<file path="src/rtl/ea_pkg.sv">
package ea_pkg;
    typedef enum logic [3:0] {
        AM_PAGE0      = 4'd0,
        AM_PAGE0_X    = 4'd1,
        AM_PAGE0_Y    = 4'd2,
        AM_FULL       = 4'd3,
        AM_FULL_X     = 4'd4,
        AM_FULL_Y     = 4'd5,
        AM_PTR        = 4'd6,
        AM_PTR_PRE    = 4'd7,
        AM_PTR_POST   = 4'd8,
        AM_BRANCH     = 4'd9,
        AM_IMM        = 4'd10
    } am_e;

    typedef enum logic [1:0] {
        ST_IDLE = 2'd0,
        ST_LO   = 2'd1,
        ST_HI   = 2'd2,
        ST_DONE = 2'd3
    } st_e;
endpackage

</file>
<file path="src/rtl/ea_direct.sv">
module ea_direct
    import ea_pkg::*;
#(
    parameter int DATA_W = 8
) (
    input  logic [3:0]          mode,
    input  logic [DATA_W-1:0]   op_lo,
    input  logic [DATA_W-1:0]   op_hi,
    input  logic [DATA_W-1:0]   x_idx,
    input  logic [DATA_W-1:0]   y_idx,
    input  logic [2*DATA_W-1:0] pc,
    output logic [2*DATA_W-1:0] direct_ea,
    output logic [2*DATA_W-1:0] ptr_addr,
    output logic                needs_ptr
);
    localparam int ADDR_W = 2 * DATA_W;

    logic [DATA_W-1:0] page0_x, page0_y;
    logic [ADDR_W-1:0] full;

    always_comb begin
        page0_x   = op_lo + x_idx;
        page0_y   = op_lo + y_idx;
        full      = {op_hi, op_lo};
        direct_ea = pc;
        ptr_addr  = '0;
        needs_ptr = 1'b0;
        case (am_e'(mode))
            AM_PAGE0:    direct_ea = {{DATA_W{1'b0}}, op_lo};
            AM_PAGE0_X:  direct_ea = {{DATA_W{1'b0}}, page0_x};
            AM_PAGE0_Y:  direct_ea = {{DATA_W{1'b0}}, page0_y};
            AM_FULL:     direct_ea = full;
            AM_FULL_X:   direct_ea = full + {{DATA_W{1'b0}}, x_idx};
            AM_FULL_Y:   direct_ea = full + {{DATA_W{1'b0}}, y_idx};
            AM_PTR: begin
                ptr_addr  = full;
                needs_ptr = 1'b1;
            end
            AM_PTR_PRE: begin
                ptr_addr  = {{DATA_W{1'b0}}, page0_x};
                needs_ptr = 1'b1;
            end
            AM_PTR_POST: begin
                ptr_addr  = {{DATA_W{1'b0}}, op_lo};
                needs_ptr = 1'b1;
            end
            AM_BRANCH:   direct_ea = pc + {{DATA_W{op_lo[DATA_W-1]}}, op_lo};
            default:     direct_ea = pc;
        endcase
    end
endmodule

</file>
<file path="src/rtl/ea_cost.sv">
module ea_cost
    import ea_pkg::*;
#(
    parameter int CYC_W = 3
) (
    input  logic [3:0]       mode,
    input  logic             rmw,
    output logic [CYC_W-1:0] cyc
);
    always_comb begin
        case (am_e'(mode))
            AM_PAGE0:               cyc = CYC_W'(1);
            AM_PAGE0_X, AM_PAGE0_Y: cyc = CYC_W'(2);
            AM_FULL:                cyc = CYC_W'(2);
            AM_FULL_X, AM_FULL_Y:   cyc = rmw ? CYC_W'(3) : CYC_W'(2);
            AM_PTR, AM_PTR_PRE:     cyc = CYC_W'(4);
            AM_PTR_POST:            cyc = rmw ? CYC_W'(4) : CYC_W'(3);
            default:                cyc = '0;
        endcase
    end
endmodule

</file>
<file path="src/rtl/ea_gen.sv">
module ea_gen
    import ea_pkg::*;
#(
    parameter int DATA_W = 8,
    parameter int CYC_W  = 3
) (
    input  logic                clk,
    input  logic                rst_n,
    input  logic                start,
    input  logic [3:0]          mode,
    input  logic [DATA_W-1:0]   op_lo,
    input  logic [DATA_W-1:0]   op_hi,
    input  logic [DATA_W-1:0]   x_idx,
    input  logic [DATA_W-1:0]   y_idx,
    input  logic [2*DATA_W-1:0] pc,
    input  logic                rmw,
    output logic                rd_req,
    output logic [2*DATA_W-1:0] rd_addr,
    input  logic                rd_ack,
    input  logic [DATA_W-1:0]   rd_data,
    output logic                done,
    output logic [2*DATA_W-1:0] ea,
    output logic [CYC_W-1:0]    extra_cyc
);
    localparam int ADDR_W = 2 * DATA_W;

    st_e               state, state_nx;
    logic [ADDR_W-1:0] direct_ea, ptr_addr, ptr_q, ptr_hi_addr, ea_q;
    logic              needs_ptr, post_q;
    logic [DATA_W-1:0] y_q, lo_q;
    logic [CYC_W-1:0]  cyc_c, cyc_q;

    ea_direct #(.DATA_W(DATA_W)) i_direct (
        .mode(mode), .op_lo(op_lo), .op_hi(op_hi), .x_idx(x_idx),
        .y_idx(y_idx), .pc(pc), .direct_ea(direct_ea),
        .ptr_addr(ptr_addr), .needs_ptr(needs_ptr)
    );

    ea_cost #(.CYC_W(CYC_W)) i_cost (.mode(mode), .rmw(rmw), .cyc(cyc_c));

    // High pointer byte stays on the same page: no carry out of the low byte.
    assign ptr_hi_addr = {ptr_q[ADDR_W-1:DATA_W], ptr_q[DATA_W-1:0] + 1'b1};

    always_ff @(posedge clk or negedge rst_n) begin
        if (!rst_n) state <= ST_IDLE;
        else        state <= state_nx;
    end

    always_comb begin
        state_nx = state;
        unique case (state)
            ST_IDLE: if (start) state_nx = needs_ptr ? ST_LO : ST_DONE;
            ST_LO:   if (rd_ack) state_nx = ST_HI;
            ST_HI:   if (rd_ack) state_nx = ST_DONE;
            ST_DONE: state_nx = ST_IDLE;
        endcase
    end

    always_comb begin
        rd_req  = 1'b0;
        rd_addr = '0;
        done    = 1'b0;
        unique case (state)
            ST_IDLE: ;
            ST_LO: begin
                rd_req  = 1'b1;
                rd_addr = ptr_q;
            end
            ST_HI: begin
                rd_req  = 1'b1;
                rd_addr = ptr_hi_addr;
            end
            ST_DONE: done = 1'b1;
        endcase
    end

    always_ff @(posedge clk or negedge rst_n) begin
        if (!rst_n) begin
            ptr_q  <= '0;
            ea_q   <= '0;
            y_q    <= '0;
            lo_q   <= '0;
            cyc_q  <= '0;
            post_q <= 1'b0;
        end else begin
            if (state == ST_IDLE && start) begin
                ptr_q  <= ptr_addr;
                y_q    <= y_idx;
                cyc_q  <= cyc_c;
                post_q <= (am_e'(mode) == AM_PTR_POST);
                if (!needs_ptr) ea_q <= direct_ea;
            end
            if (state == ST_LO && rd_ack) lo_q <= rd_data;
            if (state == ST_HI && rd_ack)
                ea_q <= {rd_data, lo_q} + (post_q ? {{DATA_W{1'b0}}, y_q} : '0);
        end
    end

    assign ea        = ea_q;
    assign extra_cyc = cyc_q;

    // the result strobe lasts one cycle
    p_done_pulse_r9: assert property (@(posedge clk) disable iff (!rst_n)
        done |=> !done);

    // a pending request holds its address until acknowledged
    p_req_hold_r10: assert property (@(posedge clk) disable iff (!rst_n)
        (rd_req && !rd_ack) |=> (rd_req && $stable(rd_addr)));

    // no read is pending while the result is presented
    p_no_req_done_r10: assert property (@(posedge clk) disable iff (!rst_n)
        done |-> !rd_req);

    // the second pointer read stays on the page of the first
    p_page_wrap_r4: assert property (@(posedge clk) disable iff (!rst_n)
        (state == ST_LO && rd_ack) |=>
            (rd_req &&
             rd_addr[ADDR_W-1:DATA_W] == $past(rd_addr[ADDR_W-1:DATA_W]) &&
             rd_addr[DATA_W-1:0] == DATA_W'($past(rd_addr[DATA_W-1:0]) + 1'b1)));

    // start in the done cycle does not begin a new operation
    p_start_ignored_r11: assert property (@(posedge clk) disable iff (!rst_n)
        done |=> (!rd_req && !done));
endmodule

</file>
<file path="config.mk">
export PLATFORM = sky130hd
export DESIGN_NAME = ea_gen
export DESIGN_NICKNAME = d
export VERILOG_FILES = /design/src/rtl/ea_pkg.sv /design/src/rtl/ea_direct.sv /design/src/rtl/ea_cost.sv /design/src/rtl/ea_gen.sv
export SDC_FILE = /design/constraint.sdc
export NUM_CORES = 1
export LEC_CHECK = 0
export ABC_AREA = 1
export BUFFER_PORTS_ARGS = -buffer_cell sky130_fd_sc_hd__clkbuf_2
export CORE_MARGIN = 5
export CORE_UTILIZATION = 34
export CTS_BUF_LIST = sky130_fd_sc_hd__clkbuf_4
export DETAILED_ROUTE_END_ITERATION = 8
export GPL_TIMING_DRIVEN = 1
export SLEW_MARGIN = 20
export SYNTH_ARGS = -nofsm -noshare
export SYNTH_HDL_FRONTEND = slang
export SYNTH_SLANG_ARGS = --single-unit
</file>
<file path="constraint.sdc">
create_clock -name clk -period 5.5 [get_ports clk]
set_input_delay 0.275 -clock clk [delete_from_list [all_inputs] [get_ports clk]]
set_output_delay 0.275 -clock clk [all_outputs]
set_load 0.02 [all_outputs]
</file>
# After elaboration in Yosys (flattened, before gate mapping)
# Cells that the tools add are included.
word_totals:
  out_inout_bits: 37
  in_bits: 65
  register_bits: 54
  wordCells: 61
op_classes:
  n_eq_ne: 16
  muxes: 18
  addsub: 7
  reduce_logical: 13
ops:
  columns: ["operator", "n"]
  rows:
  - ["$pmux W16 S7", 1]
  - ["$add A16 B8 Y16", 3]
  - ["$mux W16", 3]
  - ["$pmux W16 S3", 1]
  - ["$pmux W16 S2", 1]
  - ["$add A16 B16 Y16", 1]
  - ["$add A8 B8 Y8", 2]
  - ["$eq A4 B3 Y1 const B", 4]
  - ["$pmux W3 S5", 1]
  - ["$add A8 B1 Y8 const B", 1]
  - ["$eq A4 B2 Y1 const B", 2]
  - ["$eq A4 B4 Y1 const B", 2]
  - ["$mux W2", 4]
  - ["$mux W8", 1]
  - ["$pmux W2 S4", 1]
  - ["$ne A2 B2 Y1 const B", 3]
  - ["$reduce_or A2 Y1", 3]
  - ["$reduce_or A3 Y1", 2]
  - ["$eq A2 B2 Y1 const B", 2]
  - ["$eq A4 B1 Y1 const B", 1]
  - ["$logic_not A4 Y1", 1]
  - ["$mux W1", 4]
  - ["$logic_and A1 B1 Y1", 3]
  - ["$mux W3", 1]
  - ["6 further kinds", 6]

# Depth between registers and ports, before layout
depth:
  ltp_word: 6
  depth_mapped: 20
  ltp_nobuf: 19

# Modules after synthesis
# Synthesis repeated with hierarchy kept, for this count alone.
hier_totals:
  hier_cells: 1069
  hier_area_um2: 6442.4
by_module_without_submodules:
  columns: ["module", "seq_area_each_um2", "instances", "cells_each", "area_each_um2"]
  rows:
  - ["ea_gen", 1351.3, 1, 462, 3285.7]
  - ["ea_direct", 0.0, 1, 588, 3072.9]
  - ["ea_cost", 0.0, 1, 19, 83.8]

# Worst setup path before layout
# OpenSTA, ideal clock, no wires.
synth_path:
  path_kind: "input port to flip-flop"
  start: "in mode[0]"
  end: "reg ea_q[12], in the netlist ea[12]"
  path_slack_ps: 2992
  arrival_time_ps: 2386
  setup_ps: 122
  path_buffers: 1
  stages: 16
  cell_sequence: "inv_1 nor2_1 nand2_1 clkbuf_1 o21ai_0 ha_1 inv_1 fa_1 o21ai_0 nand2_1 a21oi_1 nor2_1 nor2_1 nand3_1 nand2_1 a21oi_1"
synth_between:
  elab_chain_cells: 5
synth_lines:
  columns: ["item", "line_no", "source"]
  rows:
  - ["start: declaration", "ea_gen.sv:10", "input logic [3:0] mode,"]
  - ["$eq A4 B4 Y1, or another cell as far along", "ea_direct.sv:28", "case (am_e'(mode))"]
  - ["$pmux W16 S7 / $reduce_or A3 Y1 (equally long branches)", null, null]
  - ["$mux W16 / $mux W1 (equally long branches)", "ea_gen.sv:91, ea_direct.sv:28", null]
  - ["$mux W16 / $ne A2 B1 Y1 (equally long branches)", null, null]
  - ["$mux W16 / $reduce_and A2 Y1 (equally long branches)", null, null]
  - ["end signal: assignment", "ea_gen.sv:91", "if (!needs_ptr) ea_q <= direct_ea;"]
  - ["end signal: assignment", "ea_gen.sv:95", "ea_q <= {rd_data, lo_q} + (post_q ? {{DATA_W{1'b0}}, y_q} : '0);"]
  - ["end: declaration", "ea_gen.sv:28", "logic [ADDR_W-1:0] direct_ea, ptr_addr, ptr_q, ptr_hi_addr, ea_q;"]
# Parallel ways exist; a longest one is shown, timed or not. The select of a mux whose other input is x is not followed.
# A chain may end at the register's enable or synchronous reset.

# Worst setup path in the final report
layout_path:
  start: "in mode[1]"
  end: "reg ea_q[4], in the netlist ea[4]"
# The elaborated chain is that of the path after synthesis.

==> out/qor.yml <==
overflow: 0
synthesis.nets: 1100
max_freq_mhz: 372
ios: 102
synth.ff_latch_count: 54
antenna_found_initial: 1
die_height_um: 143
die_x_um: 143
dr.max_layer_used: "met4"
grt_max_degree: 55
wl_um: 20400
rsz0062_at_grt: "no"
wl_per_cell_um: 15.7
layout-drive-gt1-share: 0.133
timing.setup.tns_ns: 0
regToRegStartpoint: "state[0]"
hpwl_um: 16700
layout-area-overhead-vs-synth_pct: 13.0
synth_top_area_share: 0.225
hold_violations: 14
grt_pass1_wl_um: 32500
vias: 6454
period_minus_slack_ns: 2.69
cts_sinks: 54
vdd_drop_max_mv: 0.132
dieArea_um2: 20400
min_path_type: "in -> async"
startpoint_type: "primary input"
worst_slew_pin_slew_ns: 0.840
syn_avg_cell_area_um2: 6.15
status: "finished with violations"
viasPerCell: 4.98
yosys.area.top_type: "dfrtp_1"
fin_nets: 1193
ys_top_cells_by_count: "302 x nand2_1, 141 x inv_1, 92 x o21ai_0"
syn_area_um2: 6000
required_ns: 5.82
arrival_ns: 3.01
clock_latency_ns: 0.40
initial_core_util: 0.347
cts_max_level: 2
numCtsBuffers: 5
first_iter_violations: 471
clkSlewWorstSetupHoldPaths_ns: 0.17
regToRegSetupSlack_ns: 2.84
startpoint: "mode[1]"
setup_violations: 0
slew_violations: 0
fillCellCount: 1928
place_area_um2: 6730
yosysWarnings: 0
met1_length_um: 9470
fin_skew_ns: 0.0200
violations: "negative hold slack"
synth_cell_types: 41
p_leak_nw: 3.75
final_area_um2: 6790
async_flop_share: 1.00
cts_tree: "done"
cts_buffer_depth: 2
root_buffer: "clkbuf_4"
maxCapViolations: 0
synth.area.top_cells: "dfrtp_1 23%, nand2_1 19%, ha_1 11%"
wl_met3_um: 1130
port_buffers: 101
ant_nets: 0
reg2reg_to: "ea[11]"
relSlewSlack: 0.439
dr_wl_met2_um: 9370
postCtsSetupBuffers: 0
yosysSeqAreaShare: 0.225
ys.flop_type: "dfrtp_1"
cts_hold_buffers: 0
rows: 48
cp_max_fo: 16
core_area_um2: 17300
drcViolationCount: 0
place_congestion: 0.941
powerDensity_nw_per_um2: 317
fin_crit_sh: 0.489
grt_util_all_layers: 0.201
hold_slack_ns: -0.0327
synth_edf_count: 0
crit_path_end_kind: "register"
rr_worst_depth: 8
path_class: "in -> reg"
syn_inst: 977
synth_most_common_cell: "nand2_1"
dr.pass1.iters: 5
cts_resized: 0
first_global_vias: 6167
## flip-flops by register name (all words and copies together), names as in the netlist
name       count
ea            16
lo_q           8
post_q         1
extra_cyc      3
y_q            8
ptr_q         16
state          2
## area by class of cell
type | count | area [µm²] | area share
diodes | 1 | 2.50 | 0.000369
clock buffers | 6 | 45.0 | 0.00664
clock inverters | 2 | 13.8 | 0.00203
inverters | 149 | 559 | 0.0824
multi-input cells | 757 | 4010 | 0.591
flip-flops and latches | 54 | 1350 | 0.199
well taps | 225 | 282 | 0.0415
repair buffers | 103 | 520 | 0.0767
## metal layers
| metal | GRT usage | vias to the layer above |
|---|---|---|
| met4 | 0.0535 | 0 |
| met1 | 0.283 | 2881 |
| met2 | 0.330 | 192 |
| li1 | - | 3357 |
| met3 | 0.0188 | 24 |
| met5 | 0 | - |
## worst max path at each step
stage	end	slack, ns	depth (start not counted)
floorplan	ea[12]	2.99	16
global placement	ea[4]	2.55	14
detailed placement	ea[4]	2.44	14
CTS	ea[6]	2.81	8
global route	ea[12]	2.42	16
finish	ea[4]	2.81	14
## cell families after synthesis
family                     Yosys count  synth area share
and+or+nand+nor                    496             0.347
xor gates and xnor gates            12            0.0175
DFF                                 54             0.225
adders and majority gates           58             0.127
muxes                                3           0.00563
AOI/OAI and AO/OA                  188             0.171
buffers and inverters              166             0.106
## layout by cell type, fill, tap and decap left out, types with 7 or more instances in the layout
| cell type | count |
|---|---|
| nand2_1 | 302 |
| inv_1 | 141 |
| clkbuf_2 | 101 |
| o21ai_0 | 92 |
| nor2_1 | 78 |
| nand3_1 | 77 |
| a21oi_1 | 64 |
| dfrtp_1 | 54 |
| ha_1 | 53 |
| nand4_1 | 9 |
| inv_2 | 8 |
| nand3b_1 | 8 |
| o211ai_1 | 7 |
## critical path, cell delays in order
cell	delay, ns
clkbuf_2	0.14
nor2_1	0.27
nand2_1	0.34
o21ai_0	0.27
ha_1	0.22
inv_1	0.08
fa_1	0.39
o21ai_0	0.34
a21oi_1	0.10
o21ai_0	0.13
o211a_1	0.19
nand4_1	0.13
nand2_1	0.10
inv_1	0.04
## where the power goes
| group | total [W] | leakage [nW] | internal (W) | switching [W] |
|---|---|---|---|---|
| combinational | 0.00127 | 3.03 | 0.000427 | 0.000840 |
| sequential | 0.000695 | 0.682 | 0.000562 | 0.000133 |
| clock | 0.000190 | 0.0356 | 0.0000556 | 0.000134 |
## metrics by stage
step | worst slack, ns | hold slack [ns] | power [W] | std cells | utilization
after detailed placement | 2.44 | 0.470 | 0.00197 | 1288 | 0.389
after global routing | 2.42 | 0.0397 | 0.00236 | 1297 | 0.392
final | 2.81 | -0.0327 | 0.00215 | 1297 | 0.392
after CTS | 2.81 | 0.0149 | 0.00216 | 1296 | 0.392
after floorplan | 2.99 | -0.0206 | 0.00157 | 977 | -
after global placement | 2.55 | 0.463 | 0.00196 | 1288 | 0.389
No activity file was read; power rests on OpenSTA's default activity.
